===== config.mk =====
export PLATFORM = sky130hd
export DESIGN_NAME = eep_slave_engine
export DESIGN_NICKNAME = d
export VERILOG_FILES = /design/src/rtl/eep_pkg.sv /design/src/rtl/eep_byte_judge.sv /design/src/rtl/eep_addr_ptr.sv /design/src/rtl/eep_tx_shift.sv /design/src/rtl/eep_wr_slot.sv /design/src/rtl/eep_slave_engine.sv
export SDC_FILE = /design/constraint.sdc
export NUM_CORES = 1
export LEC_CHECK = 0
export BUFFER_PORTS_ARGS = -buffer_cell sky130_fd_sc_hd__buf_2
export CAP_MARGIN = 10
export CORE_ASPECT_RATIO = 1.5
export CORE_MARGIN = 1.5
export CORE_UTILIZATION = 57
export CTS_CLUSTER_SIZE = 25
export DETAILED_ROUTE_END_ITERATION = 10
export PLACE_DENSITY = 0.86
export SYNTH_ARGS = -nofsm -noshare
export SYNTH_HDL_FRONTEND = slang
export SYNTH_SLANG_ARGS = --single-unit

===== constraint.sdc =====
create_clock -name clk -period 3.1 [get_ports clk]
set_clock_uncertainty 0.05 [all_clocks]
set_input_delay 0.465 -clock clk [delete_from_list [all_inputs] [get_ports clk]]
set_output_delay 0.465 -clock clk [all_outputs]
set_load 0.02 [all_outputs]

===== src/rtl/eep_pkg.sv =====
package eep_pkg;

  typedef enum logic [2:0] {
    PH_IDLE,
    PH_CTRL,
    PH_AHI,
    PH_ALO,
    PH_WDAT,
    PH_RDAT,
    PH_HOLD
  } phase_t;

  // Outcome of judging one completed incoming byte
  typedef struct packed {
    logic   ack;
    phase_t nxt;
    logic   load_hi;
    logic   load_ptr;
    logic   push;
    logic   fetch;
  } verdict_t;

endpackage


===== src/rtl/eep_byte_judge.sv =====
module eep_byte_judge
  import eep_pkg::*;
#(
  parameter int         ADDR_W    = 12,
  parameter logic [3:0] CTRL_CODE = 4'b1010
) (
  input  phase_t     phase,
  input  logic [7:0] byte_in,
  input  logic [2:0] strap,
  input  logic       busy,
  input  logic       slot_free,
  output verdict_t   verdict
);
  localparam int HI_W  = ADDR_W - 8;
  localparam int PAD_W = 8 - HI_W;

  always_comb begin
    verdict     = '0;
    verdict.nxt = PH_HOLD;
    if (!busy) begin
      case (phase)
        PH_CTRL: begin
          if (byte_in[7:4] == CTRL_CODE && byte_in[3:1] == strap) begin
            verdict.ack = 1'b1;
            if (byte_in[0]) begin
              verdict.nxt   = PH_RDAT;
              verdict.fetch = 1'b1;
            end else begin
              verdict.nxt = PH_AHI;
            end
          end
        end
        PH_AHI: begin
          if (byte_in[7 -: PAD_W] == '0) begin
            verdict.ack     = 1'b1;
            verdict.load_hi = 1'b1;
            verdict.nxt     = PH_ALO;
          end
        end
        PH_ALO: begin
          verdict.ack      = 1'b1;
          verdict.load_ptr = 1'b1;
          verdict.nxt      = PH_WDAT;
        end
        PH_WDAT: begin
          if (slot_free) begin
            verdict.ack  = 1'b1;
            verdict.push = 1'b1;
            verdict.nxt  = PH_WDAT;
          end
        end
        default: ;
      endcase
    end
  end
endmodule


===== src/rtl/eep_addr_ptr.sv =====
module eep_addr_ptr #(
  parameter int ADDR_W     = 12,
  parameter int PAGE_BYTES = 32
) (
  input  logic              clk,
  input  logic              rst_n,
  input  logic              load_hi,
  input  logic              load_ptr,
  input  logic              step_page,
  input  logic              step_seq,
  input  logic [7:0]        byte_in,
  output logic [ADDR_W-1:0] ptr
);
  localparam int HI_W   = ADDR_W - 8;
  localparam int PAGE_W = $clog2(PAGE_BYTES);
  localparam logic [ADDR_W-1:0] A_ONE = 1;

  logic [HI_W-1:0]   hi_q;
  logic [ADDR_W-1:0] ptr_q;
  logic [ADDR_W-1:0] page_next;

  generate
    if (PAGE_W < ADDR_W) begin : g_page
      localparam logic [PAGE_W-1:0] P_ONE = 1;
      assign page_next = {ptr_q[ADDR_W-1:PAGE_W], ptr_q[PAGE_W-1:0] + P_ONE};
    end else begin : g_flat
      assign page_next = ptr_q + A_ONE;
    end
  endgenerate

  always_ff @(posedge clk or negedge rst_n) begin
    if (!rst_n) begin
      hi_q  <= '0;
      ptr_q <= '0;
    end else begin
      if (load_hi)        hi_q  <= byte_in[HI_W-1:0];
      if (load_ptr)       ptr_q <= {hi_q, byte_in};
      else if (step_page) ptr_q <= page_next;
      else if (step_seq)  ptr_q <= ptr_q + A_ONE;
    end
  end

  assign ptr = ptr_q;
endmodule


===== src/rtl/eep_tx_shift.sv =====
module eep_tx_shift (
  input  logic       clk,
  input  logic       rst_n,
  input  logic       load,
  input  logic [7:0] din,
  input  logic       shift,
  output logic       msb
);
  logic [7:0] tx_q;

  always_ff @(posedge clk or negedge rst_n) begin
    if (!rst_n)     tx_q <= '0;
    else if (load)  tx_q <= din;
    else if (shift) tx_q <= {tx_q[6:0], 1'b0};
  end

  assign msb = tx_q[7];
endmodule


===== src/rtl/eep_wr_slot.sv =====
module eep_wr_slot #(
  parameter int ADDR_W = 12
) (
  input  logic              clk,
  input  logic              rst_n,
  input  logic              push,
  input  logic [ADDR_W-1:0] push_addr,
  input  logic [7:0]        push_data,
  input  logic              wr_ready,
  output logic              wr_valid,
  output logic [ADDR_W-1:0] wr_addr,
  output logic [7:0]        wr_data,
  output logic              slot_free
);
  always_ff @(posedge clk or negedge rst_n) begin
    if (!rst_n) begin
      wr_valid <= 1'b0;
      wr_addr  <= '0;
      wr_data  <= '0;
    end else if (push) begin
      wr_valid <= 1'b1;
      wr_addr  <= push_addr;
      wr_data  <= push_data;
    end else if (wr_ready) begin
      wr_valid <= 1'b0;
    end
  end

  assign slot_free = !wr_valid || wr_ready;
endmodule


===== src/rtl/eep_slave_engine.sv =====
module eep_slave_engine #(
  parameter int         ADDR_W     = 12,
  parameter int         PAGE_BYTES = 32,
  parameter logic [3:0] CTRL_CODE  = 4'b1010
) (
  input  logic              clk,
  input  logic              rst_n,
  input  logic              start_evt,
  input  logic              stop_evt,
  input  logic              bit_valid,
  input  logic              bit_value,
  input  logic              scl_fall,
  input  logic [2:0]        strap_sel,
  input  logic              prog_busy,
  output logic              sda_drive_low,
  output logic              mem_rd_en,
  output logic [ADDR_W-1:0] mem_rd_addr,
  input  logic [7:0]        mem_rd_data,
  output logic              wr_valid,
  input  logic              wr_ready,
  output logic [ADDR_W-1:0] wr_addr,
  output logic [7:0]        wr_data
);
  import eep_pkg::*;

  phase_t            phase, nxt_q;
  logic [3:0]        bitcnt;
  logic [6:0]        rx_q;
  logic              ack_q, sda_q, rd_q, rd_dly;
  logic [7:0]        byte_now;
  logic [ADDR_W-1:0] ptr;
  logic              slot_free, tx_msb;
  verdict_t          verdict;
  logic              quiet, receiving, byte_done, tx_done8, out_fall;

  assign quiet     = !start_evt && !stop_evt;
  assign receiving = (phase == PH_CTRL) || (phase == PH_AHI) ||
                     (phase == PH_ALO)  || (phase == PH_WDAT);
  assign byte_now  = {rx_q, bit_value};
  assign byte_done = quiet && bit_valid && receiving && (bitcnt == 4'd7);
  assign tx_done8  = quiet && bit_valid && (phase == PH_RDAT) && (bitcnt == 4'd7);
  assign out_fall  = quiet && scl_fall &&
                     ((receiving && bitcnt == 4'd10 && nxt_q == PH_RDAT) ||
                      (phase == PH_RDAT &&
                       ((bitcnt >= 4'd1 && bitcnt <= 4'd7) || bitcnt == 4'd10)));

  eep_byte_judge #(.ADDR_W(ADDR_W), .CTRL_CODE(CTRL_CODE)) u_judge (
    .phase    (phase),
    .byte_in  (byte_now),
    .strap    (strap_sel),
    .busy     (prog_busy),
    .slot_free(slot_free),
    .verdict  (verdict)
  );

  eep_addr_ptr #(.ADDR_W(ADDR_W), .PAGE_BYTES(PAGE_BYTES)) u_ptr (
    .clk      (clk),
    .rst_n    (rst_n),
    .load_hi  (byte_done && verdict.load_hi),
    .load_ptr (byte_done && verdict.load_ptr),
    .step_page(byte_done && verdict.push),
    .step_seq (tx_done8),
    .byte_in  (byte_now),
    .ptr      (ptr)
  );

  eep_tx_shift u_tx (
    .clk  (clk),
    .rst_n(rst_n),
    .load (rd_dly),
    .din  (mem_rd_data),
    .shift(out_fall),
    .msb  (tx_msb)
  );

  eep_wr_slot #(.ADDR_W(ADDR_W)) u_slot (
    .clk      (clk),
    .rst_n    (rst_n),
    .push     (byte_done && verdict.push),
    .push_addr(ptr),
    .push_data(byte_now),
    .wr_ready (wr_ready),
    .wr_valid (wr_valid),
    .wr_addr  (wr_addr),
    .wr_data  (wr_data),
    .slot_free(slot_free)
  );

  // Read fetch: request one cycle after the pointer settles, load the byte the cycle after
  always_ff @(posedge clk or negedge rst_n) begin
    if (!rst_n) begin
      rd_q   <= 1'b0;
      rd_dly <= 1'b0;
    end else begin
      rd_q   <= (byte_done && verdict.fetch) || tx_done8;
      rd_dly <= rd_q;
    end
  end

  // Bit counter: 0..7 data bits, 8 byte done, 9 ninth clock low->high, 10 ninth clock high
  always_ff @(posedge clk or negedge rst_n) begin
    if (!rst_n) begin
      phase  <= PH_IDLE;
      nxt_q  <= PH_IDLE;
      bitcnt <= '0;
      rx_q   <= '0;
      ack_q  <= 1'b0;
      sda_q  <= 1'b0;
    end else if (start_evt) begin
      phase  <= PH_CTRL;
      bitcnt <= '0;
      sda_q  <= 1'b0;
    end else if (stop_evt) begin
      phase  <= PH_IDLE;
      bitcnt <= '0;
      sda_q  <= 1'b0;
    end else if (receiving) begin
      if (bit_valid) begin
        if (bitcnt < 4'd8) begin
          rx_q   <= byte_now[6:0];
          bitcnt <= bitcnt + 4'd1;
          if (bitcnt == 4'd7) begin
            ack_q <= verdict.ack;
            nxt_q <= verdict.nxt;
          end
        end else if (bitcnt == 4'd9) begin
          bitcnt <= 4'd10;
        end
      end else if (scl_fall) begin
        if (bitcnt == 4'd8) begin
          bitcnt <= 4'd9;
          sda_q  <= ack_q;
        end else if (bitcnt == 4'd10) begin
          bitcnt <= '0;
          phase  <= nxt_q;
          sda_q  <= (nxt_q == PH_RDAT) ? !tx_msb : 1'b0;
        end
      end
    end else if (phase == PH_RDAT) begin
      if (bit_valid) begin
        if (bitcnt < 4'd8) begin
          bitcnt <= bitcnt + 4'd1;
        end else if (bitcnt == 4'd9) begin
          if (!bit_value) begin
            bitcnt <= 4'd10;
          end else begin
            bitcnt <= '0;
            phase  <= PH_HOLD;
          end
        end
      end else if (scl_fall) begin
        if ((bitcnt >= 4'd1 && bitcnt <= 4'd7) || bitcnt == 4'd10) begin
          sda_q <= !tx_msb;
          if (bitcnt == 4'd10) bitcnt <= '0;
        end else if (bitcnt == 4'd8) begin
          sda_q  <= 1'b0;
          bitcnt <= 4'd9;
        end
      end
    end
  end

  assign sda_drive_low = sda_q;
  assign mem_rd_en     = rd_q;
  assign mem_rd_addr   = ptr;
endmodule


==> results.md, run 1 <==
* CTS clock-pin slew for the worst setup and hold paths at 0.07 ns
* P_leak at 2.03 nW
* Cell mode on critical path: mux2_2
* First-pass GRT wire length at 14200 microns
* Crit. End Element: register
* Cell Chain, Critical Path: inv_1 > ha_1 > nor4b_1 > a2111oi_0 > o311ai_2 > mux2_2 > mux2_2
* Post-CTS resize count at 0
* DRT antenna net count at 0
* Routability cong. at 0.882
* CTS Root Cell: clkbuf_8
* Total wire length at 8700 microns
* Slew Limit Fails at 0
* Detail Placement HPWL at 6110 microns
* Seq. cell area at 1650 sq um
* TritonCTS Sinks at 66
* RSZ-0062 raised after global routing: false
* Critical path type: register to register
* Chip width at 69.1 microns
* Tmin final at 2.70 ns
* Hold_buf cts at 0
* Post-Place Cells at 462
* Cell Area, Placed at 4040 sq um
* Congestion Overflow GR at 0
* Global routing's busiest layer: met2
* FF-to-FF path depth at 7
* Yosys Warn Count at 0
* Worst EP required at 3.27 ns
* Slowest-stage cell, CP: o311ai_2
* Routing usage on met3 at 4.93%
* CTS tree: built
* Share of post-route cells with drive strength above 1 at 33.2%
* Initial DRC count at 330
* Dominant cells by area after synthesis: dfrtp_1, mux2_2, mux2_4
* Setup Viol. Count Final at 0
* Power per cell area at 451 nW/um^2
* Post-synth cell types at 65
* Final hold vios at 0
* # H-tree levels at 3
* Drt drc at 0
* Ys async rst share at 100%
* CP Launch Type: register
* F_max at 0.371 GHz
* Die area at 7050 sq um
* Nets@finish at 425
* Slowest stage delay, CP at 0.61 ns
* Crit path max fanout at 8
* Maximum vdd drop at 0.000319 V
* First-pass detailed-route iteration total at 4
* Clock Latency Late Sink at 0.34 ns
* Number of global-route vias before repair at 2987
* Antenna violations before repair at 0
* Syn avg cell area at 10.9 sq um
* Met1 usage at 28.8%
* #FFs+latches synth at 66
* Minimum hold slack at 0.236 ns
* Critical Path AT at 2.87 ns
* Met2 Use GR at 45.9%
* Number of setup buffers added after CTS at 0
* Most used DFF post-synth: dfrtp_1
* Top-area cell type share of the netlist area at 44.2%
* Total power at 1.91 mW
* HP Class: input pin to async pin
* Synthesized netlist net count at 370
* Fill cells at 461
* Number of diodes at 0
* Die Y at 102 microns
* Status: complete, no violations
* Final Cycle Share at 87.0%
* Wire length per cell at 18.2 microns
* Final TNS setup at 0 ns
* Reg2reg setup slack at 0.40 ns
* Vias post-DR at 3038
* I/O Buffers at 54
* Maxcap violations at 0
* Inserted Clock Buffers at 9
* Mapped Area at 3730 sq um
* Vias per cell at 6.36
* Multi-input gate area at 1950 sq um
* Post-Synthesis Cells at 344
* Core Area at 6220 sq um
* Num ports at 55
* Number of synthesized flops with an enable pin at 0
* GRT Util Overall at 25.4%
* FP Rows at 35
* Synth area leader: dfrtp_1
* Starting Density at 60.0%
* Area growth syn-to-layout at 13.2%
* Worst-Margin Slew at 0.882 ns
* Final cell count without fillers at 478
* Register area share after synthesis at 44.2%
* Final Cell Area at 4230 sq um
* Max clock buf depth at 2
* Slew headroom at 40.7%
* Largest net degree at the start of global routing at 67
[area by class of cell]
type                       instances  share of cell area, %
multi-input combinational        253                   46.0
clock buffer                      11                   3.58
sequential                        66                   39.1
clock inverter                     5                  0.858
timing repair buffer              60                   7.46
tap                               74                   2.19
inverter                           9                  0.799
[flip-flops by register name (all words and copies together) (netlist names)]
name / flops
u_slot.wr_data: 8
u_tx.tx_q: 8
u_slot.wr_valid: 1
bitcnt: 4
u_ptr.hi_q: 4
u_slot.wr_addr: 12
rx_q: 7
ack_q: 1
nxt_q: 3
sda_drive_low: 1
phase: 3
mem_rd_en: 1
u_ptr.ptr: 12
rd_dly: 1
[where the power goes]
part | switching (mW) | leakage (nW) | internal (mW)
clock network | 0.336 | 0.0880 | 0.335
registers | 0.0855 | 0.904 | 0.901
logic | 0.142 | 1.03 | 0.108
[per-layer routing]
| metal | up-vias | routed length [microns] |
|---|---|---|
| met5 | - | 0 |
| met4 | 0 | 171 |
| met3 | 17 | 493 |
| met2 | 135 | 4650 |
| met1 | 1493 | 3380 |
| li1 | 1393 | - |
[cell families (layout without fill, tap and decap cells)]
family,count (synthesis),count (layout),share of synthesized area (%)
muxes,52,52,17.4
xor gates and xnor gates,4,4,0.939
and+or+nand+nor,115,115,18.0
adders and majority gates,6,6,2.01
buffers and inverters,25,85,3.65
AOI/OAI and AO/OA,76,76,13.7
DFF,66,66,44.2
[cells in the mapped netlist (3+ instances only)]
library cell  count
a21oi_1           8
clkbuf_1          5
inv_1             9
buf_2             4
mux2i_1           5
nor2b_1           4
nor3_1            7
o21a_1            3
nor4_1            6
nor2_1           15
buf_6             4
nand4_1           3
mux2_2           28
nand4b_1          3
ha_1              6
nand3b_1          4
o211ai_1          3
nand2b_1          5
nor3b_1           3
o311ai_1          4
o31ai_1           6
nand3_1           9
dfrtp_1          66
nand2_1          29
xor2_1            3
o21ai_0          25
a31oi_1           6
mux2_4           19
and2_1            5
[worst max-delay path, delay by kind of cell, from the launching register on]
kind | cells | cell delay [ns]
flops | 1 | 0.43
mux | 2 | 0.66
fa+ha+maj | 1 | 0.24
compound gates | 2 | 0.76
simple gates | 1 | 0.31
buf+inv | 1 | 0.11
[metrics by stage]
step	setup WS (ns)	util [%]
5_1_grt	0.258	68.0
2_1_floorplan	0.740	-
3_3_place_gp	0.546	64.9
4_1_cts	0.388	68.0
3_5_place_dp	0.412	64.9
6_report	0.403	68.0
[cell usage in the layout (no fill, tap or decap), types with 4 or more instances in the layout]
master    instances
nand2_1          29
mux2_4           19
nor2b_1           4
mux2i_1           5
mux2_2           28
nand3b_1          4
o21ai_0          25
nand3_1           9
and2_1            5
dfrtp_1          66
nor4_1            6
buf_4             6
inv_1             9
a31oi_1           6
o31ai_1           6
buf_2            54
nor2_1           15
o311ai_1          4
clkbuf_8         11
ha_1              6
nor3_1            7
nand2b_1          5
a21oi_1           8
[final timing paths]
path | from | to
worst max-delay path | bitcnt[1] | u_tx.tx_q[7]
worst min-delay path | rst_n | bitcnt[1]
worst max register to register | bitcnt[1] | u_tx.tx_q[7]
worst min register to register | mem_rd_en | rd_dly
max in group asynchronous | rst_n | phase[2]
min in group clk | mem_rd_data[2] | u_tx.tx_q[2]
Note: power is estimated with default switching activity, not from simulation.
==> run 2: changes to the inputs <==
--- a/config.mk
+++ b/config.mk
@@ -7,12 +7,15 @@
 export LEC_CHECK = 0
 export BUFFER_PORTS_ARGS = -buffer_cell sky130_fd_sc_hd__buf_2
 export CAP_MARGIN = 10
+export CELL_PAD_IN_SITES_DETAIL_PLACEMENT = 1
+export CELL_PAD_IN_SITES_GLOBAL_PLACEMENT = 1
 export CORE_ASPECT_RATIO = 1.5
 export CORE_MARGIN = 1.5
-export CORE_UTILIZATION = 57
+export CORE_UTILIZATION = 45
 export CTS_CLUSTER_SIZE = 25
 export DETAILED_ROUTE_END_ITERATION = 10
 export PLACE_DENSITY = 0.86
+export SLEW_MARGIN = 20
 export SYNTH_ARGS = -nofsm -noshare
 export SYNTH_HDL_FRONTEND = slang
 export SYNTH_SLANG_ARGS = --single-unit
==> results.md, run 2 (synthesis gave the netlist of run 1 again) <==
* Status: complete, no violations (unchanged)
* DRT antenna net count at 0 (unchanged)
* Detail Placement HPWL at 7680 microns (was 6110 microns)
* Routing usage on met3 at 5.34% (was 4.93%)
* Area growth syn-to-layout at 16.2% (was 13.2%)
* Final hold vios at 0 (unchanged)
* I/O Buffers at 54 (unchanged)
* Seq. cell area at 1650 sq um (unchanged)
* Maxcap violations at 0 (unchanged)
* Power per cell area at 500 nW/um^2 (was 451 nW/um^2)
* Final Cell Area at 4340 sq um (was 4230 sq um)
* Tmin final at 2.73 ns (was 2.70 ns)
* R2r startpoint: bitcnt[0] (was bitcnt[1])
* Maximum vdd drop at 0.000364 V (was 0.000319 V)
* First-pass GRT wire length at 17300 microns (was 14200 microns)
* Commonest non-fill, non-tap cell in the layout: dfrtp_1 (unchanged)
* FF-to-FF path depth at 6 (was 7)
* Die Y at 115 microns (was 102 microns)
* CTS tree: built (unchanged)
* # H-tree levels at 3 (unchanged)
* RSZ-0062 raised after global routing: false (unchanged)
* Max clock buf depth at 2 (unchanged)
* Post-CTS resize count at 0 (unchanged)
* Post-Place Cells at 492 (was 462)
* CTS clock-pin slew for the worst setup and hold paths at 0.06 ns (was 0.07 ns)
* Commonest cells after routing, fill and taps aside: dfrtp_1, buf_2, nand2_1 (unchanged)
* Drt drc at 0 (unchanged)
* Congestion Overflow GR at 0 (unchanged)
* Crit. End Element: register (unchanged)
* Slowest stage delay, CP at 0.64 ns (was 0.61 ns)
* Reg2reg setup slack at 0.37 ns (was 0.40 ns)
* Cell Area, Placed at 4080 sq um (was 4040 sq um)
* Initial DRC count at 103 (was 330)
* Share of post-route cells with drive strength above 1 at 31.7% (was 33.2%)
* Fill cells at 893 (was 461)
* Wire length per cell at 20.7 microns (was 18.2 microns)
* Starting Density at 46.6% (was 60.0%)
* TritonCTS Sinks at 66 (unchanged)
* HP Class: input pin to async pin (unchanged)
* Cell mode on critical path: mux2_2 (unchanged)
* Critical Path AT at 2.89 ns (was 2.87 ns)
* Worst-Margin Slew at 0.791 ns (was 0.882 ns)
* Routability cong. at 0.885 (was 0.882)
* Chip width at 77.4 microns (was 69.1 microns)
* Largest net degree at the start of global routing at 35 (was 67)
* Cell Chain, Critical Path: ha_1 > nor4b_1 > a2111oi_0 > o311ai_2 > mux2_2 > mux2_2 (was inv_1 > ha_1 > nor4b_1 > a2111oi_0 > o311ai_2 > mux2_2 > mux2_2)
* CTS Root Cell: clkbuf_16 (was clkbuf_8)
* Clock Latency Late Sink at 0.33 ns (was 0.34 ns)
* Total wire length at 10500 microns (was 8700 microns)
* Number of global-route vias before repair at 3380 (was 2987)
* CP Buf/Inv Count at 0 (was 1)
* Number of setup buffers added after CTS at 0 (unchanged)
* Hold_buf cts at 0 (unchanged)
* CP delay by family, top: compound AO/OA/AOI/OAI gates (unchanged)
* Vias post-DR at 3068 (was 3038)
* Num ports at 55 (unchanged)
* Nets@finish at 424 (was 425)
* Number of diodes at 0 (unchanged)
* First-pass detailed-route iteration total at 4 (unchanged)
* GRT Util Overall at 25.6% (was 25.4%)
* Met2 Use GR at 45.4% (was 45.9%)
* Final cell count without fillers at 506 (was 478)
* Slew Limit Fails at 0 (unchanged)
* Minimum hold slack at 0.169 ns (was 0.236 ns)
* Worst R2R End: u_tx.tx_q[6] (was u_tx.tx_q[7])
* Final TNS setup at 0 ns (unchanged)
* Met1 usage at 28.1% (was 28.8%)
* Core Area at 8010 sq um (was 6220 sq um)
* Vias per cell at 6.06 (was 6.36)
* Critical path type: register to register (unchanged)
* F_max at 0.366 GHz (was 0.371 GHz)
* Worst EP required at 3.26 ns (was 3.27 ns)
* CP Launch Type: register (unchanged)
* Die area at 8860 sq um (was 7050 sq um)
* Slowest-stage cell, CP: o311ai_2 (unchanged)
* Crit path max fanout at 8 (unchanged)
* Slew headroom at 46.8% (was 40.7%)
* FP Rows at 40 (was 35)
* P_leak at 2.06 nW (was 2.03 nW)
* Final Util at 54.2% (was 68.0%)
* Multi-input gate area at 1950 sq um (unchanged)
* Antenna violations before repair at 0 (unchanged)
* Inserted Clock Buffers at 9 (unchanged)
* Final Cycle Share at 88.1% (was 87.0%)
* Setup Viol. Count Final at 0 (unchanged)
* Global routing's busiest layer: met2 (unchanged)
run 2: changes by cell type in the layout (fill, tap and decap cells not counted), sizes merged:
cell,before,now
buf,60,59
clkinvlp,3,0
inv,10,9
clkbuf,11,14
clkinv,1,0
run 2: how the worst max path moves through the flow:
stage | startpoint | slack, ns | cells after the start | endpoint
2_1_floorplan | bitcnt[1] | 0.74 | 7 | u_tx.tx_q[1]
3_3_place_gp | stop_evt | 0.47 | 6 | u_slot.wr_data[4]
3_5_place_dp | bitcnt[0] | 0.36 | 6 | u_tx.tx_q[6]
4_1_cts | bitcnt[0] | 0.34 | 6 | u_tx.tx_q[6]
5_1_grt | bitcnt[0] | 0.20 | 6 | u_tx.tx_q[6]
6_report | bitcnt[0] | 0.37 | 6 | u_tx.tx_q[6]
run 2: power breakdown:
| part | switching, mW | internal (mW) | total [mW] | leakage (nW) |
|---|---|---|---|---|
| clock | 0.350 | 0.555 | 0.904 | 0.123 |
| sequential | 0.0962 | 0.903 | 0.999 | 0.904 |
| combinational | 0.156 | 0.109 | 0.265 | 1.03 |
| total | 0.602 | 1.57 | 2.17 | 2.06 |
run 2: layout make-up:
cell class              count  share of cell area [%]
flip-flops and latches     66                    38.1
multi-input cells         253                    44.9
clock buffers              14                    5.86
repair buffers             59                    7.39
inverters                   9                   0.779
well taps                 105                    3.03
run 2: routing by layer:
metal,share of wire (%),vias to the layer above,routed length [microns]
met2,53,112,5570
met4,4.3,0,450
met1,38,1530,3970
li1,-,1387,-
met5,0,-,0
met3,4.7,39,498
run 2: through the flow:
| stage | power (mW) | worst slack (ns) |
|---|---|---|
| after floorplan | 1.14 | 0.740 |
| after global placement | 1.26 | 0.475 |
| after detailed placement | 1.28 | 0.364 |
| after CTS | 2.19 | 0.344 |
| after global routing | 2.26 | 0.203 |
| final | 2.17 | 0.370 |
